`config.mk`:
```
export PLATFORM = sky130hd
export DESIGN_NAME = irq_prio_ctrl
export DESIGN_NICKNAME = d
export VERILOG_FILES = /design/src/rtl/irq_prio_pkg.sv /design/src/rtl/irq_src_map.sv /design/src/rtl/irq_arbiter.sv /design/src/rtl/irq_isr_track.sv /design/src/rtl/irq_prio_ctrl.sv
export SDC_FILE = /design/constraint.sdc
export NUM_CORES = 1
export LEC_CHECK = 0
export BUFFER_PORTS_ARGS = -buffer_cell sky130_fd_sc_hd__clkbuf_2
export CELL_PAD_IN_SITES_DETAIL_PLACEMENT = 0
export CELL_PAD_IN_SITES_GLOBAL_PLACEMENT = 1
export CORE_UTILIZATION = 29
export CTS_CLUSTER_SIZE = 24
export DETAILED_ROUTE_END_ITERATION = 12
export MAX_ROUTING_LAYER = met4
export PLACE_DENSITY_LB_ADDON = 0.08
export SYNTH_ARGS = -nofsm -noshare
export SYNTH_HDL_FRONTEND = slang
export SYNTH_SLANG_ARGS = --single-unit
```
`constraint.sdc`:
```
create_clock -name clk_i -period 3.1 [get_ports clk_i]
set_input_delay 0.155 -clock clk_i [delete_from_list [all_inputs] [get_ports clk_i]]
set_output_delay 0.155 -clock clk_i [all_outputs]
set_load 0.05 [all_outputs]
```
`src/rtl/irq_prio_pkg.sv`:
```
package irq_prio_pkg;
  localparam int NSRC     = 6;
  localparam int NLVL     = 4;
  localparam int LVL_W    = $clog2(NLVL);
  localparam int IDX_W    = $clog2(NSRC);
  localparam int VEC_W    = 16;
  localparam int REG_W    = 8;
  localparam int EA_BIT   = 7;

  // index = polling rank - 1: bo, wdt, t0, kbd, t1, cmp
  localparam logic [NSRC-1:0] IN_SET1   = 6'b101000;
  localparam logic [NSRC-1:0] WAKE_MASK = 6'b101011;

  function automatic int unsigned src_bit(input int unsigned i);
    case (i)
      0:       return 5;
      1:       return 6;
      2:       return 1;
      3:       return 1;
      4:       return 3;
      default: return 2;
    endcase
  endfunction

  function automatic logic [VEC_W-1:0] src_vector(input int unsigned i);
    case (i)
      0:       return 16'h002B;
      1:       return 16'h0053;
      2:       return 16'h000B;
      3:       return 16'h003B;
      4:       return 16'h001B;
      default: return 16'h0043;
    endcase
  endfunction
endpackage

```
`src/rtl/irq_src_map.sv`:
```
module irq_src_map
  import irq_prio_pkg::*;
(
  input  logic [REG_W-1:0]            en0_i,
  input  logic [REG_W-1:0]            en1_i,
  input  logic [REG_W-1:0]            pri0_hi_i,
  input  logic [REG_W-1:0]            pri0_lo_i,
  input  logic [REG_W-1:0]            pri1_hi_i,
  input  logic [REG_W-1:0]            pri1_lo_i,
  output logic [NSRC-1:0]             en_o,
  output logic [NSRC-1:0][LVL_W-1:0]  lvl_o
);
  for (genvar g = 0; g < NSRC; g++) begin : g_src
    localparam int unsigned B = src_bit(g);
    if (IN_SET1[g]) begin : g_set1
      assign en_o[g]  = en1_i[B];
      assign lvl_o[g] = {pri1_hi_i[B], pri1_lo_i[B]};
    end else begin : g_set0
      assign en_o[g]  = en0_i[B];
      assign lvl_o[g] = {pri0_hi_i[B], pri0_lo_i[B]};
    end
  end
endmodule

```
`src/rtl/irq_arbiter.sv`:
```
module irq_arbiter
  import irq_prio_pkg::*;
(
  input  logic [NSRC-1:0]             req_i,
  input  logic [NSRC-1:0][LVL_W-1:0]  lvl_i,
  output logic                        any_o,
  output logic [IDX_W-1:0]            win_idx_o,
  output logic [LVL_W-1:0]            win_lvl_o
);
  // strict compare keeps the lower index (better rank) on a tie
  always_comb begin
    any_o     = 1'b0;
    win_idx_o = '0;
    win_lvl_o = '0;
    for (int i = 0; i < NSRC; i++) begin
      if (req_i[i] && (!any_o || lvl_i[i] > win_lvl_o)) begin
        any_o     = 1'b1;
        win_idx_o = IDX_W'(i);
        win_lvl_o = lvl_i[i];
      end
    end
  end
endmodule

```
`src/rtl/irq_isr_track.sv`:
```
module irq_isr_track
  import irq_prio_pkg::*;
(
  input  logic              clk_i,
  input  logic              rst_ni,
  input  logic              take_i,
  input  logic [LVL_W-1:0]  take_lvl_i,
  input  logic              ret_i,
  output logic [NLVL-1:0]   isr_o,
  output logic              active_o,
  output logic [LVL_W-1:0]  level_o
);
  logic [NLVL-1:0] isr_q, top_mask, set_mask;

  always_comb begin
    active_o = 1'b0;
    level_o  = '0;
    top_mask = '0;
    for (int l = 0; l < NLVL; l++) begin
      if (isr_q[l]) begin
        active_o = 1'b1;
        level_o  = LVL_W'(l);
        top_mask = NLVL'(1) << l;
      end
    end
  end

  always_comb begin
    set_mask = '0;
    if (take_i) set_mask[take_lvl_i] = 1'b1;
  end

  always_ff @(posedge clk_i or negedge rst_ni) begin
    if (!rst_ni) isr_q <= '0;
    else         isr_q <= (isr_q & ~(ret_i ? top_mask : '0)) | set_mask;
  end

  assign isr_o = isr_q;
endmodule

```
`src/rtl/irq_prio_ctrl.sv`:
```
module irq_prio_ctrl
  import irq_prio_pkg::*;
(
  input  logic                    clk_i,
  input  logic                    rst_ni,
  input  logic [NSRC-1:0]         flag_i,
  input  logic [REG_W-1:0]        en0_i,
  input  logic [REG_W-1:0]        en1_i,
  input  logic [REG_W-1:0]        pri0_hi_i,
  input  logic [REG_W-1:0]        pri0_lo_i,
  input  logic [REG_W-1:0]        pri1_hi_i,
  input  logic [REG_W-1:0]        pri1_lo_i,
  input  logic                    boundary_i,
  input  logic                    reti_i,
  input  logic                    pdown_i,
  output logic                    take_o,
  output logic [VEC_W-1:0]        vector_o,
  output logic                    wake_o,
  output logic [NLVL-1:0]         in_service_o,
  output logic                    run_active_o,
  output logic [LVL_W-1:0]        run_level_o
);
  logic [NSRC-1:0]            src_en, eligible;
  logic [NSRC-1:0][LVL_W-1:0] src_lvl;
  logic                       any_req, take_d, take_q;
  logic [IDX_W-1:0]           win_idx;
  logic [LVL_W-1:0]           win_lvl;
  logic [VEC_W-1:0]           win_vec, vec_q;
  logic                       glob_en;

  assign glob_en = en0_i[EA_BIT];

  irq_src_map u_map (
    .en0_i, .en1_i, .pri0_hi_i, .pri0_lo_i, .pri1_hi_i, .pri1_lo_i,
    .en_o (src_en),
    .lvl_o(src_lvl)
  );

  assign eligible = flag_i & src_en;

  irq_arbiter u_arb (
    .req_i    (eligible),
    .lvl_i    (src_lvl),
    .any_o    (any_req),
    .win_idx_o(win_idx),
    .win_lvl_o(win_lvl)
  );

  always_comb begin
    win_vec = '0;
    for (int i = 0; i < NSRC; i++)
      if (win_idx == IDX_W'(i)) win_vec = src_vector(i);
  end

  // preemption is judged against the level before any same-edge return
  assign take_d = boundary_i && glob_en && any_req &&
                  (!run_active_o || win_lvl > run_level_o);

  irq_isr_track u_isr (
    .clk_i,
    .rst_ni,
    .take_i    (take_d),
    .take_lvl_i(win_lvl),
    .ret_i     (reti_i),
    .isr_o     (in_service_o),
    .active_o  (run_active_o),
    .level_o   (run_level_o)
  );

  always_ff @(posedge clk_i or negedge rst_ni) begin
    if (!rst_ni) begin
      take_q <= 1'b0;
      vec_q  <= '0;
    end else begin
      take_q <= take_d;
      if (take_d) vec_q <= win_vec;
    end
  end

  assign take_o   = take_q;
  assign vector_o = vec_q;
  assign wake_o   = pdown_i && glob_en && |(eligible & WAKE_MASK);
endmodule

```
==> flow_summary.yaml <==
worst_setup_path:
  timing_worst_setup_path_type: "in2reg"
  timing.critical_path.slowest_stage_cell: "a221oi_4"
  worst-endpoint-required_ns: 3.26
  cp_common_cell: "ha_4"
  startpoint_type: "input port"
  timing.critical_path.arrival_ns: 6.70
  timing.critical_path.fanout_max: 4
  worst_setup_path_end_kind: "flip-flop"
  worst_path_largest_cell_delay_ns: 0.33
power:
  vdd.ir_drop.worst_uv: 495.4
  switching_share: 0.4988
  power_frac_clock: 0.113
  power.sequential.fraction: 0.147
  total_leakage_power_uw: 0.001156
  power.density_nw_per_um2: 656.4
  combPwrFrac: 0.741
  cell_internal_pwr_uw: 744.7
  p_switching_uw: 741.1
global_route:
  first_global_vias: 1455
  grt_max_degree: 11
  globalRoute.totalOverflow: 0
  grt_first_pass_wirelength_um: 6058
  global_routing_usage_summed_across_all_routing_layers: 0.1877
  antenna_violations_before_repair: 0
drt:
  wl_per_cell_um: 12.14
  detailroute.via_count: 1476
  post-route-drc-count: 0
  detail_route.iter0.violations: 56
  antenna_violating_nets_post_route: 0
  dr.pass1.iters: 4
  totalWireLength_um: 3667
  routed_via_density: 4.887
yosys:
  synth.avg_cell_area_um2: 8.093
  async_reset_ff_frac: 1.000
  synth.lib_cells_used.distinct: 41
  yosysWarningCount: 0
  flops_latches_synth: 10
  synth_edf_count: 0
  ys_seq_area_frac: 0.2193
  post_synth_inst_count: 141
  post_synth_instance_area_um2: 1141
  dominantRegCellSynth: "dfrtp_1"
cts:
  tritoncts.num_buffers: 3
  clock_path_buffers: 2
  htree_levels: 1
  clock-sinks: 10
  clock-root-buffer: "clkbuf_8"
  clock_pin_slew_on_the_worst_setup_and_hold_paths_ns: 0.05
  insertion_delay_ns: 0.24
  tritoncts: "done"
finish:
  antenna-diode-count: 0
  num-nets-final: 326
  areaGrowthSynthToFinish_pct: 98.36
  final.fill_count: 322
  drive_above_1_share: 0.6378
  finalNonFillerCells: 302
placement:
  dp.cells: 280
  detailedPlacementHpwl_um: 3007
  place_congestion: 0.8150
  port-buffer-count: 44
sta:
  rsz0062_at_grt: "true"
  fin_crit_ns: 6.534
  finalSetupViolations: 10
  worst_clock_skew_ns: 0.0005025
  final_min_period_over_clock_period: 2.108
  maxSlewViolCount: 0
  timing.setup.tns_ns: -32.34
  timing.fmax_mhz: 153.0
  timing.final.ws_setup_ns: -3.434
  timing_hold_violations_final: 0
floorplan:
  initial_utilization: 0.3071
  rows: 22
  die_outline_area_um2: 4190
  die_w_um: 64.73
  die-height_um: 64.73
  core_area_um2: 3716
  ioPinCount: 84
outcome:
  failed_checks: "negative setup slack"
  outcome: "finished, violations left"
worst_hold_path:
  path_class_of_the_lowest_slack_min_delay_path: "in2reg"
run:
  drv.max_cap_violation_count: 0
==> stage by stage <==
step           cell area [µm²]  worst slack [ns]  utilization  total power (µW)  hold slack, ns
6_report                  2263            -3.434       0.6091              1486          0.2383
5_1_grt                   2263            -3.712       0.6091              1585          0.2687
4_1_cts                   2113            -3.446       0.5687              1407          0.2309
3_5_place_dp              1922            -3.938       0.5172              1199         0.03452
3_3_place_gp              1922            -3.754       0.5172              1181         0.02528
2_1_floorplan             1356            -3.471            -             927.1         -0.1406
==> kinds of logic (layout without fill, tap and decap cells) <==
group                      Yosys count  after routing  share of synthesized area
DFF                                 10             10                     0.2193
AOI/OAI and AO/OA                   48             48                     0.3224
buffers and inverters               22            126                     0.1086
adders and majority gates           12             12                     0.1316
and+or+nand+nor                     47             47                     0.2050
muxes                                1              1                   0.009868
other                                1             10                   0.003286
==> state kept, by name, summed over array words and instances (netlist names) <==
name         flops
vector_o         5
u_isr.isr_o      4
take_o           1
==> Yosys cell counts (2+ instances only) <==
cell type / count / area share
o21ai_2: 2 / 0.015
nand3_1: 3 / 0.013
and2_1: 4 / 0.022
nand2b_1: 2 / 0.011
a41o_1: 2 / 0.018
a21oi_1: 4 / 0.018
dfrtp_1: 10 / 0.22
and3_1: 2 / 0.011
buf_4: 11 / 0.072
nor2_1: 3 / 0.0099
nand2_1: 22 / 0.072
a311oi_1: 2 / 0.015
nor2b_1: 5 / 0.027
o21ai_0: 9 / 0.039
or2_2: 2 / 0.011
o32a_1: 3 / 0.026
a31oi_1: 3 / 0.016
o2111ai_1: 5 / 0.038
a21o_1: 4 / 0.026
ha_1: 12 / 0.13
a22oi_1: 2 / 0.013
inv_1: 10 / 0.033
==> path summary, 6_finish.rpt <==
check                          startpoint             end  slack, ns  depth (start not counted)
max                             flag_i[0]  u_isr.isr_o[1]      -3.43                         36
min reg2reg                   vector_o[3]     vector_o[3]       0.47                          2
max reg2reg                u_isr.isr_o[1]  u_isr.isr_o[1]       0.79                          9
max in group asynchronous          rst_ni     vector_o[1]       2.58                          2
min                                reti_i  u_isr.isr_o[3]       0.24                          3
min in group asynchronous          rst_ni  u_isr.isr_o[0]       0.32                          2
==> routing by layer <==
layer | share of wire | routed length, µm | up-vias | GRT usage
met5 | 0 | 0 | - | -
met3 | 0.037 | 137 | 2 | 0.03169
met4 | 0.0035 | 13 | 0 | 0.02500
met2 | 0.53 | 1938 | 44 | 0.3438
met1 | 0.43 | 1577 | 696 | 0.2168
li1 | - | - | 734 | -
==> power groups by stage <==
stage / Combinational, µW / Sequential [µW] / Clock [µW]
global placement: 966 / 215 / 0
floorplan: 535 / 392 / 0
global route: 1180 / 224 / 181
detailed placement: 980 / 219 / 0
CTS: 1020 / 217 / 172
finish: 1100 / 218 / 167
==> timing repair <==
item	in CTS	in global routing
pin swaps	3	2
setup endpoints to repair	10	10
hold buffers	1	0
hold endpoints to repair	10	0
setup buffers	7	10
gates resized for setup	11	16
==> worst max-delay path, delay by kind of cell <==
kind            cells  cell delay [ns]
fa+ha+maj           6             1.46
mux                 1             0.32
buf+inv             1             0.08
simple gates       12             1.85
compound gates     16             2.83
==> cells in the final DEF (no fill, tap or decap), types with 4 or more instances in the layout <==
master    count
a21o_1        4
buf_4        66
clkbuf_2     41
clkbuf_8      4
conb_1       10
dfrtp_1      10
ha_4          9
inv_1         9
nand2_1      19
nor2b_4       5
o21ai_0       4
o21ai_2       6
==> cell type report <==
cell class	instances	area, µm²	area share
clock buffers	4	55.05	0.02432
repair buffers	111	752.0	0.3322
well taps	48	60.06	0.02653
inverters	11	43.79	0.01935
multi-input cells	118	1102	0.4870
flip-flops and latches	10	250.2	0.1106
Power figures use the tool's default switching activity.
